**config.mk**
```make
export PLATFORM = sky130hd
export DESIGN_NAME = hashed_tag_store
export DESIGN_NICKNAME = d
export VERILOG_FILES = /design/src/rtl/htc_pkg.sv /design/src/rtl/htc_hash_fold.sv /design/src/rtl/htc_sec_ram.sv /design/src/rtl/htc_primary.sv /design/src/rtl/hashed_tag_store.sv
export SDC_FILE = /design/constraint.sdc
export NUM_CORES = 1
export LEC_CHECK = 0
export BUFFER_PORTS_ARGS = -buffer_cell sky130_fd_sc_hd__buf_2
export CORE_ASPECT_RATIO = 1.2
export CORE_UTILIZATION = 55
export DETAILED_ROUTE_END_ITERATION = 6
export GPL_ROUTABILITY_DRIVEN = 0
export GPL_TIMING_DRIVEN = 1
export PLACE_DENSITY = 0.84
export SLEW_MARGIN = 0
export SYNTH_ARGS = -nofsm -noshare
export SYNTH_HDL_FRONTEND = slang
export SYNTH_SLANG_ARGS = --single-unit
```
**constraint.sdc**
```tcl
create_clock -name clk -period 4.6 [get_ports clk]
set_input_delay 0.46 -clock clk [delete_from_list [all_inputs] [get_ports clk]]
set_output_delay 0.46 -clock clk [all_outputs]
set_load 0.03 [all_outputs]
```
**src/rtl/htc_pkg.sv**
```systemverilog
package htc_pkg;
  typedef enum logic [2:0] {
    OP_LOOKUP = 3'd0,
    OP_PINS   = 3'd1,
    OP_SPUSH  = 3'd2,
    OP_SPOP   = 3'd3,
    OP_PINV   = 3'd4,
    OP_HEAD   = 3'd5,
    OP_TAIL   = 3'd6,
    OP_CLRREF = 3'd7
  } op_e;

  typedef enum logic [1:0] {
    ST_INIT = 2'd0,
    ST_IDLE = 2'd1,
    ST_WALK = 2'd2,
    ST_UPD  = 2'd3
  } st_e;
endpackage

```
**src/rtl/htc_hash_fold.sv**
```systemverilog
module htc_hash_fold #(
  parameter int IN_W  = 12,
  parameter int OUT_W = 2
) (
  input  logic [IN_W-1:0]  in_i,
  output logic [OUT_W-1:0] out_o
);
  always_comb begin
    out_o = '0;
    for (int i = 0; i < IN_W; i++) begin
      out_o[i % OUT_W] = out_o[i % OUT_W] ^ in_i[i];
    end
  end
endmodule

```
**src/rtl/htc_sec_ram.sv**
```systemverilog
module htc_sec_ram #(
  parameter int DEPTH = 16,
  parameter int W     = 17,
  localparam int AW   = $clog2(DEPTH)
) (
  input  logic          clk,
  input  logic          wr_en,
  input  logic [AW-1:0] wr_addr,
  input  logic [W-1:0]  wr_data,
  input  logic          rd_en,
  input  logic [AW-1:0] rd_addr,
  output logic [W-1:0]  rd_data
);
  logic [W-1:0] mem [DEPTH];

  always_ff @(posedge clk) begin
    if (wr_en) mem[wr_addr] <= wr_data;
  end

  always_ff @(posedge clk) begin
    if (rd_en) rd_data <= mem[rd_addr];
  end
endmodule

```
**src/rtl/htc_primary.sv**
```systemverilog
module htc_primary
  import htc_pkg::*;
#(
  parameter int SETS  = 4,
  parameter int WAYS  = 4,
  parameter int TAG_W = 12,
  localparam int SET_W = $clog2(SETS),
  localparam int POS_W = $clog2(WAYS)
) (
  input  logic             clk,
  input  logic             rst,
  input  logic [SET_W-1:0] set_i,
  input  logic [TAG_W-1:0] tag_i,
  input  logic [POS_W-1:0] way_i,
  input  op_e              op_i,
  input  logic             apply_i,
  output logic             hit_o,
  output logic [POS_W-1:0] hit_pos_o,
  output logic             free_ok_o,
  output logic [POS_W-1:0] free_pos_o,
  output logic             sel_v_o,
  output logic             sel_r_o
);
  typedef struct packed {
    logic             v;
    logic             r;
    logic [TAG_W-1:0] tag;
  } ent_t;

  ent_t tbl [SETS][WAYS];
  ent_t row  [WAYS];
  ent_t nrow [WAYS];
  logic row_wr;
  logic do_head, do_tail;
  logic [POS_W-1:0] k;

  always_comb begin
    hit_o = 1'b0;
    hit_pos_o = '0;
    free_ok_o = 1'b0;
    free_pos_o = '0;
    for (int p = WAYS-1; p >= 0; p--) begin
      row[p] = tbl[set_i][p];
      if (tbl[set_i][p].v && tbl[set_i][p].tag == tag_i) begin
        hit_o = 1'b1;
        hit_pos_o = POS_W'(p);
      end
      if (!tbl[set_i][p].v) begin
        free_ok_o = 1'b1;
        free_pos_o = POS_W'(p);
      end
    end
    sel_v_o = tbl[set_i][way_i].v;
    sel_r_o = tbl[set_i][way_i].r;
  end

  always_comb begin
    do_head = (op_i == OP_LOOKUP && hit_o) || (op_i == OP_HEAD);
    do_tail = (op_i == OP_TAIL);
    k = (op_i == OP_LOOKUP) ? hit_pos_o : way_i;
    row_wr = 1'b0;
    for (int p = 0; p < WAYS; p++) nrow[p] = row[p];
    if (do_head) begin
      row_wr = 1'b1;
      for (int p = 0; p < WAYS; p++) begin
        if (p == 0) nrow[p] = row[k];
        else if (p <= int'(k)) nrow[p] = row[p-1];
      end
      if (op_i == OP_LOOKUP) nrow[0].r = 1'b1;
    end else if (do_tail) begin
      row_wr = 1'b1;
      for (int p = 0; p < WAYS; p++) begin
        if (p == WAYS-1) nrow[p] = row[k];
        else if (p >= int'(k)) nrow[p] = row[p+1];
      end
    end else begin
      case (op_i)
        OP_PINS: begin
          if (free_ok_o) begin
            row_wr = 1'b1;
            nrow[free_pos_o] = '{v: 1'b1, r: 1'b0, tag: tag_i};
          end
        end
        OP_PINV: begin
          row_wr = 1'b1;
          nrow[way_i].v = 1'b0;
        end
        OP_CLRREF: begin
          row_wr = 1'b1;
          nrow[way_i].r = 1'b0;
        end
        default: row_wr = 1'b0;
      endcase
    end
  end

  always_ff @(posedge clk) begin
    if (rst) begin
      for (int s = 0; s < SETS; s++)
        for (int p = 0; p < WAYS; p++)
          tbl[s][p] <= '0;
    end else if (apply_i && row_wr) begin
      for (int p = 0; p < WAYS; p++) tbl[set_i][p] <= nrow[p];
    end
  end

  // checker state: request fields of the previous cycle
  logic [SET_W-1:0] set_q;
  logic [TAG_W-1:0] tag_q;
  logic [POS_W-1:0] way_q;
  logic [POS_W-1:0] fpos_q;
  always_ff @(posedge clk) begin
    set_q  <= set_i;
    tag_q  <= tag_i;
    way_q  <= way_i;
    fpos_q <= free_pos_o;
  end

  // a lookup hit leaves the tag at the most recent position, referenced
  a_r6_hit_to_head: assert property (@(posedge clk) disable iff (rst)
    apply_i && op_i == OP_LOOKUP && hit_o |=>
      tbl[set_q][0].v && tbl[set_q][0].r && tbl[set_q][0].tag == tag_q);

  // an accepted insert into a set with room makes that way valid
  a_r7_insert_valid: assert property (@(posedge clk) disable iff (rst)
    apply_i && op_i == OP_PINS && free_ok_o |=>
      tbl[set_q][fpos_q].v && tbl[set_q][fpos_q].tag == tag_q);

  // after a clear-reference the flag reads low
  a_r9_ref_cleared: assert property (@(posedge clk) disable iff (rst)
    apply_i && op_i == OP_CLRREF |=> !tbl[set_q][way_q].r);
endmodule

```
**src/rtl/hashed_tag_store.sv**
```systemverilog
module hashed_tag_store
  import htc_pkg::*;
#(
  parameter int ADDR_W   = 16,
  parameter int OFF_W    = 4,
  parameter int SETS     = 4,
  parameter int WAYS     = 4,
  parameter int SEC_N    = 16,
  parameter int HIT_LAT  = 2,
  parameter int HASH_DLY = 3,
  localparam int TAG_W  = ADDR_W - OFF_W,
  localparam int SET_W  = $clog2(SETS),
  localparam int POS_W  = $clog2(WAYS),
  localparam int PRI_N  = SETS * WAYS,
  localparam int SEC_AW = $clog2(SEC_N),
  localparam int PTR_W  = $clog2(SEC_N + 1),
  localparam int IDX_W  = $clog2(PRI_N + SEC_N),
  localparam int DEP_W  = $clog2(SEC_N + 2),
  localparam int LAT_W  = $clog2(HIT_LAT + HASH_DLY * (SEC_N + 1) + 1),
  localparam int ENT_W  = TAG_W + PTR_W
) (
  input  logic              clk,
  input  logic              rst,
  input  logic              req_valid,
  output logic              req_ready,
  input  logic [2:0]        req_op,
  input  logic [ADDR_W-1:0] req_addr,
  input  logic [POS_W-1:0]  req_way,
  output logic              rsp_valid,
  output logic              rsp_hit,
  output logic [IDX_W-1:0]  rsp_idx,
  output logic [DEP_W-1:0]  rsp_depth,
  output logic [LAT_W-1:0]  rsp_lat,
  output logic [OFF_W-1:0]  rsp_off,
  output logic [ADDR_W-1:0] rsp_base
);
  localparam logic [PTR_W-1:0] NULLP = PTR_W'(SEC_N);

  st_e state;
  logic [PTR_W-1:0] chain [SETS];
  logic [PTR_W-1:0] fhead, cur, steps;
  logic [DEP_W-1:0] depth;
  logic [SET_W-1:0] set_r;
  logic [TAG_W-1:0] tag_r;
  op_e              op_r;
  logic [ADDR_W-1:0] addr_r;
  logic [SEC_AW-1:0] init_cnt;

  op_e              req_opc;
  logic             accept;
  logic [TAG_W-1:0] req_tag;
  logic [SET_W-1:0] req_set;
  logic [PTR_W-1:0] head_req;

  logic             pri_hit, pri_free_ok, pri_sel_v, pri_sel_r;
  logic [POS_W-1:0] pri_hit_pos, pri_free_pos;

  logic              rd_en, wr_en;
  logic [SEC_AW-1:0] rd_addr, wr_addr;
  logic [ENT_W-1:0]  wr_data, rd_q;
  logic [TAG_W-1:0]  rd_tag;
  logic [PTR_W-1:0]  rd_next;

  logic              rv_n, rh_n;
  logic [IDX_W-1:0]  ri_n;
  logic [DEP_W-1:0]  dn_n;
  logic [ADDR_W-1:0] src_addr;

  assign req_opc   = op_e'(req_op);
  assign req_ready = (state == ST_IDLE);
  assign accept    = req_valid && req_ready;
  assign req_tag   = req_addr[ADDR_W-1:OFF_W];
  assign head_req  = chain[req_set];
  assign rd_tag    = rd_q[ENT_W-1:PTR_W];
  assign rd_next   = rd_q[PTR_W-1:0];

  function automatic logic [IDX_W-1:0] pidx(input logic [SET_W-1:0] s,
                                            input logic [POS_W-1:0] p);
    return IDX_W'(s) * IDX_W'(WAYS) + IDX_W'(p);
  endfunction

  function automatic logic [IDX_W-1:0] sidx(input logic [PTR_W-1:0] e);
    return IDX_W'(PRI_N) + IDX_W'(e);
  endfunction

  function automatic logic [LAT_W-1:0] lat_of(input logic [DEP_W-1:0] d);
    return LAT_W'(HIT_LAT) + LAT_W'(HASH_DLY) * LAT_W'(d);
  endfunction

  htc_hash_fold #(.IN_W(TAG_W), .OUT_W(SET_W)) u_hash (
    .in_i (req_tag),
    .out_o(req_set)
  );

  htc_primary #(.SETS(SETS), .WAYS(WAYS), .TAG_W(TAG_W)) u_primary (
    .clk       (clk),
    .rst       (rst),
    .set_i     (req_set),
    .tag_i     (req_tag),
    .way_i     (req_way),
    .op_i      (req_opc),
    .apply_i   (accept),
    .hit_o     (pri_hit),
    .hit_pos_o (pri_hit_pos),
    .free_ok_o (pri_free_ok),
    .free_pos_o(pri_free_pos),
    .sel_v_o   (pri_sel_v),
    .sel_r_o   (pri_sel_r)
  );

  htc_sec_ram #(.DEPTH(SEC_N), .W(ENT_W)) u_sec (
    .clk    (clk),
    .wr_en  (wr_en),
    .wr_addr(wr_addr),
    .wr_data(wr_data),
    .rd_en  (rd_en),
    .rd_addr(rd_addr),
    .rd_data(rd_q)
  );

  always_comb begin
    rv_n = 1'b0;
    rh_n = 1'b0;
    ri_n = '0;
    dn_n = '0;
    src_addr = addr_r;
    rd_en = 1'b0;
    rd_addr = '0;
    wr_en = 1'b0;
    wr_addr = '0;
    wr_data = '0;
    case (state)
      ST_INIT: begin
        wr_en = 1'b1;
        wr_addr = init_cnt;
        wr_data = {TAG_W'(0), PTR_W'(init_cnt) + PTR_W'(1)};
      end
      ST_IDLE: begin
        src_addr = req_addr;
        if (accept) begin
          case (req_opc)
            OP_LOOKUP: begin
              if (pri_hit) begin
                rv_n = 1'b1; rh_n = 1'b1;
                ri_n = pidx(req_set, pri_hit_pos);
                dn_n = DEP_W'(1);
              end else if (head_req == NULLP) begin
                rv_n = 1'b1;
                dn_n = DEP_W'(1);
              end else begin
                rd_en = 1'b1;
                rd_addr = head_req[SEC_AW-1:0];
              end
            end
            OP_PINS: begin
              rv_n = 1'b1;
              rh_n = pri_free_ok;
              ri_n = pri_free_ok ? pidx(req_set, pri_free_pos) : '0;
            end
            OP_SPUSH: begin
              if (fhead == NULLP) rv_n = 1'b1;
              else begin
                rd_en = 1'b1;
                rd_addr = fhead[SEC_AW-1:0];
              end
            end
            OP_SPOP: begin
              if (head_req == NULLP) rv_n = 1'b1;
              else begin
                rd_en = 1'b1;
                rd_addr = head_req[SEC_AW-1:0];
              end
            end
            OP_PINV: begin
              rv_n = 1'b1; rh_n = pri_sel_v;
              ri_n = pidx(req_set, req_way);
            end
            OP_HEAD: begin
              rv_n = 1'b1; rh_n = 1'b1;
              ri_n = pidx(req_set, '0);
            end
            OP_TAIL: begin
              rv_n = 1'b1; rh_n = 1'b1;
              ri_n = pidx(req_set, POS_W'(WAYS-1));
            end
            default: begin
              rv_n = 1'b1; rh_n = pri_sel_r;
              ri_n = pidx(req_set, req_way);
            end
          endcase
        end
      end
      ST_WALK: begin
        if (rd_tag == tag_r) begin
          rv_n = 1'b1; rh_n = 1'b1;
          ri_n = sidx(cur);
          dn_n = depth + DEP_W'(1);
        end else if (rd_next == NULLP || steps == PTR_W'(SEC_N-1)) begin
          rv_n = 1'b1;
          dn_n = depth + DEP_W'(1);
        end else begin
          rd_en = 1'b1;
          rd_addr = rd_next[SEC_AW-1:0];
        end
      end
      default: begin
        rv_n = 1'b1; rh_n = 1'b1;
        ri_n = sidx(cur);
        wr_en = 1'b1;
        wr_addr = cur[SEC_AW-1:0];
        wr_data = (op_r == OP_SPUSH) ? {tag_r, chain[set_r]} : {rd_tag, fhead};
      end
    endcase
  end

  always_ff @(posedge clk) begin
    if (rst) begin
      state <= ST_INIT;
      init_cnt <= '0;
      fhead <= '0;
      for (int s = 0; s < SETS; s++) chain[s] <= NULLP;
      cur <= '0;
      steps <= '0;
      depth <= '0;
      set_r <= '0;
      tag_r <= '0;
      op_r <= OP_LOOKUP;
      addr_r <= '0;
      rsp_valid <= 1'b0;
      rsp_hit <= 1'b0;
      rsp_idx <= '0;
      rsp_depth <= '0;
      rsp_lat <= '0;
      rsp_off <= '0;
      rsp_base <= '0;
    end else begin
      rsp_valid <= rv_n;
      rsp_hit   <= rh_n;
      rsp_idx   <= ri_n;
      rsp_depth <= dn_n;
      rsp_lat   <= lat_of(dn_n);
      rsp_off   <= src_addr[OFF_W-1:0];
      rsp_base  <= {src_addr[ADDR_W-1:OFF_W], OFF_W'(0)};
      case (state)
        ST_INIT: begin
          init_cnt <= init_cnt + SEC_AW'(1);
          if (init_cnt == SEC_AW'(SEC_N-1)) state <= ST_IDLE;
        end
        ST_IDLE: begin
          if (accept) begin
            set_r <= req_set;
            tag_r <= req_tag;
            op_r <= req_opc;
            addr_r <= req_addr;
            depth <= DEP_W'(1);
            steps <= '0;
            if (rd_en) begin
              cur <= (req_opc == OP_SPUSH) ? fhead : head_req;
              state <= (req_opc == OP_LOOKUP) ? ST_WALK : ST_UPD;
            end
          end
        end
        ST_WALK: begin
          if (rd_en) begin
            cur <= rd_next;
            depth <= depth + DEP_W'(1);
            steps <= steps + PTR_W'(1);
          end else begin
            state <= ST_IDLE;
          end
        end
        default: begin
          if (op_r == OP_SPUSH) begin
            fhead <= rd_next;
            chain[set_r] <= cur;
          end else begin
            chain[set_r] <= rd_next;
            fhead <= cur;
          end
          state <= ST_IDLE;
        end
      endcase
    end
  end

  // checker: requests in flight
  logic [1:0] pend;
  always_ff @(posedge clk) begin
    if (rst) pend <= '0;
    else pend <= pend + 2'(accept) - 2'(rv_n);
  end

  // latency tracks the reported probe depth
  a_r5_latency: assert property (@(posedge clk) disable iff (rst)
    rsp_valid |-> rsp_lat == LAT_W'(HIT_LAT) + LAT_W'(HASH_DLY) * LAT_W'(rsp_depth));

  // each walk cycle adds exactly one probe
  a_r4_walk_step: assert property (@(posedge clk) disable iff (rst)
    state == ST_WALK |=>
      (state == ST_WALK && depth == $past(depth) + DEP_W'(1)) ||
      (rsp_valid && rsp_depth == $past(depth) + DEP_W'(1)));

  // a hit found past the primary table names a secondary slot
  a_r3_sec_slot: assert property (@(posedge clk) disable iff (rst)
    rsp_valid && rsp_hit && rsp_depth > DEP_W'(1) |-> rsp_idx >= IDX_W'(PRI_N));

  // starting a chain walk drops ready
  a_r10_busy_walk: assert property (@(posedge clk) disable iff (rst)
    accept && req_opc == OP_LOOKUP && !pri_hit && head_req != NULLP |=> !req_ready);

  // never more than one request awaiting its response
  a_r10_one_in_flight: assert property (@(posedge clk) disable iff (rst)
    pend <= 2'd1);

  // list pointers stay within the entries or the null value
  a_r8_ptr_range: assert property (@(posedge clk) disable iff (rst)
    fhead <= NULLP && cur <= NULLP);

  // the reported base never carries offset bits
  a_r1_base_aligned: assert property (@(posedge clk) disable iff (rst)
    rsp_valid |-> rsp_base[OFF_W-1:0] == '0);
endmodule

```
==> reports/qor.yml <==
status:
  outcome: "finished, violations left"
  failed_checks: "design-rule violations"
global_route:
  grt_first_pass_wirelength_um: 159400
  overflow: 0
  grt_start_max_net_pins: 81
  grtUsageTotal_pct: 32.79
  antenna_found_initial: 3
  grt_pass1_vias: 28240
hold_path:
  min-delay-start: "req_addr[2]"
  hp-class: "input pin to flip-flop"
detailed_routing:
  drt_wl_total_um: 104000
  wire_per_inst_um: 24.35
  firstDrtPassIters: 7
  drtAntennaViolNets: 0
  vias: 28620
  via_per_inst: 6.702
  drt_iter0_markers: 3771
  drcViolationCount: 17
sta:
  fin_skew_ns: 0.04324
  rsz0062_at_grt: "no"
  setup_viol: 0
  fmax_mhz: 223.3
  fin_crit_sh_pct: 97.37
  hold_violations: 0
  slew_violations: 0
  max_slew_margin_pct: 14.73
  period_needed_ns: 4.479
  tightest_slew_ns: 1.278
cells_and_area:
  final_nets: 3450
  mostFrequentLayoutCell: "edfxtp_1"
  drive_gt1_share_pct: 19.45
  layout_common_cells: "edfxtp_1 (533), nand2_1 (361), buf_4 (308), nor2_1 (286), mux2i_1 (217)"
  syn_to_final_growth_pct: 17.18
  design_area_sq_um: 39660
floorplanning:
  dieArea_sq_um: 62530
  core-area_sq_um: 60820
  die_width_um: 228.4
  die_y_um: 273.7
  std_cell_rows: 99
  top_level_ports: 63
  initial_core_util_pct: 55.65
setup_path:
  critPathLaunchType: "input pin"
  worstReg2RegStart: "u_primary.tbl[3][49]$_SDFFCE_PN0P_"
  path_max_fanout: 29
  required_ns: 4.94
  cp_cell_sequence: "buf_2 > xnor2_4 > xnor3_4 > buf_12 > mux2i_1 > mux2_2 > xor2_1 > nand4_1 > or4_1 > buf_4 > a41oi_1 > buf_4 > o21ai_1 > a21oi_1 > or2_4 > buf_12"
  arrival_ns: 4.82
  crit_type: "input pin to flip-flop"
  slowest_stage: "xnor3_4"
  worstSetupEndpointType: "flip-flop"
  crit_start: "req_addr[7]"
  cpPeakStageDelay_ns: 0.64
power:
  p_leak_uw: 0.01449
  p_per_area_nw_per_um2: 387.7
  p_total_uw: 15380
  worst_ir_drop_vdd_uv: 381.3
clock_tree:
  cts_root_buffer: "clkbuf_16"
  cts_made_buffers: 59
  cts_max_level: 2
  path_clk_slew_ns: 0.06
  cts_sinks: 615
  clkLatencyLatePin_ns: 0.68
  cts_tree: "done"
  cts_setup_buffers: 0
  hold_buffers: 0
  clk_path_buf_depth: 3
synthesis:
  ys.flop_type: "edfxtp_1"
  synth.distinct_cells: 93
  syn_avg_cell_area_sq_um: 10.54
  synth-seq-cells: 615
  netlist_area_sq_um: 33840
  syn_inst: 3210
  synth_warnings: 0
  yosysSeqAreaShare_pct: 52.14
  async_flop_share_pct: 0
  synth_edf_count: 533
placement:
  numPortBuffers: 58
  place_area_sq_um: 37570
  dpl.hpwl_um: 67600
run:
  max_cap_violations: 0
-- stage by stage --
| step | utilization [%] | worst slack (ns) | std cells | hold WS, ns | TNS [ns] |
|---|---|---|---|---|---|
| after floorplan | - | 0.00007017 | 3213 | 0.4357 | 0 |
| after global routing | 65.20 | 0.02111 | 4269 | 0.06690 | 0 |
| final | 65.21 | 0.1211 | 4271 | 0.06229 | 0 |
| after detailed placement | 61.77 | -0.4967 | 4157 | 0.4614 | -142.79 |
| after global placement | 61.77 | -0.2823 | 4157 | 0.4416 | -73.21 |
| after CTS | 65.18 | 0.1479 | 4268 | 0.04171 | 0 |
-- area by class of cell --
class                   count  area [sq um]
multi-input cells        2228         14900
clock buffers              79          1687
repair buffers            421          3704
diodes                      3         7.507
inverters                  85         319.1
well taps                 808          1011
fillers                  4318         21160
clock inverters            32         386.6
flip-flops and latches    615         17650
-- final timing paths --
| kind | endpoint | slack, ns | cells after the start |
|---|---|---|---|
| worst max register to register | u_primary.tbl[3][50]$_SDFFCE_PN0P_ | 0.79 | 16 |
| worst min-delay path | rsp_off[2]$_SDFF_PP0_ | 0.06 | 3 |
| worst max-delay path | u_primary.tbl[1][30]$_SDFFCE_PN0P_ | 0.12 | 16 |
| worst min register to register | op_r[1]$_SDFFE_PP0P_ | 0.47 | 2 |
-- logic make-up (layout without fill, tap and decap cells) --
group / Yosys count / in the layout / synth area share (%)
XOR/XNOR: 75 / 75 / 2.215
buffers and inverters: 370 / 617 / 4.621
multiplexers: 282 / 282 / 8.962
flip-flops: 615 / 615 / 52.14
AND/OR/NAND/NOR: 1065 / 1065 / 14.42
adder cells (fa/ha/maj): 16 / 16 / 0.6137
AO/OA/AOI/OAI: 786 / 786 / 17.02
other: 1 / 7 / 0.01108
-- cells in the mapped netlist, drive strengths merged (9+ instances only) --
cell	count	area, sq um
nand2	364	1366
mux2i	219	2200
mux4	10	225.2
o22a	9	78.83
a31oi	31	200.2
nand2b	16	100.1
clkbuf	191	716.9
nor2	303	1137
mux2	53	608.1
nand4	33	234.0
xnor2	34	320.3
inv	84	315.3
o22ai	33	212.7
nor2b	86	538.0
a21oi	94	474.2
and3	20	125.1
a211oi	138	1046
o221ai	29	272.8
xor2	36	315.3
a21boi	16	123.9
o211ai	177	1329
nor4	17	127.6
o31ai	71	543.0
o2111ai	38	332.8
a221oi	15	224.0
ha	15	187.7
o31a	9	78.83
and2	32	200.2
dfxtp	82	1642
nand3	104	520.5
buf	94	528.0
nor3	55	275.3
edfxtp	533	16010
o21ai	77	407.9
-- worst max-delay path: cells and delay by family --
family	cells	cell delay [ns]
XOR/XNOR	3	1.07
AO/OA/AOI/OAI	3	0.74
multiplexers	2	0.44
AND/OR/NAND/NOR	3	1.06
buffers and inverters	5	0.98
-- timing repair --
action | in CTS | in global routing
gates resized for setup | 0 | 2
setup endpoints to repair | 0 | 6
hold endpoints to repair | 0 | 0
-- per-layer routing --
metal / vias up / wire length, um / global-route usage [%] / share of wire (%)
met2: 2033 / 49850 / 54.83 / 48
met5: - / 13 / 0 / 0.012
met4: 2 / 7222 / 21.76 / 6.9
li1: 12460 / - / - / -
met1: 13590 / 35280 / 38.43 / 34
met3: 542 / 11660 / 6.677 / 11
-- flip-flops by register name, indices dropped and copies added, names as in the netlist, named ones only --
register and flops:
addr_r 4, chain 20, cur 5, depth 5, fhead 5, init_cnt 4
op_r 3, rsp_base 12, rsp_depth 5, rsp_hit 1, rsp_idx 5, rsp_lat 5
rsp_off 4, rsp_valid 1, set_r 2, state 2, steps 5, tag_r 12
u_primary.tbl 224, u_sec.mem 272, u_sec.rd_data 17
-- power breakdown --
group	internal (uW)	switching [uW]	leakage [uW]	total [uW]
combinational	1600	2300	0.00737	3900
sequential	6220	66.1	0.00612	6290
clock	2940	2250	0.00101	5190
No activity file was read; power rests on OpenSTA's default activity.
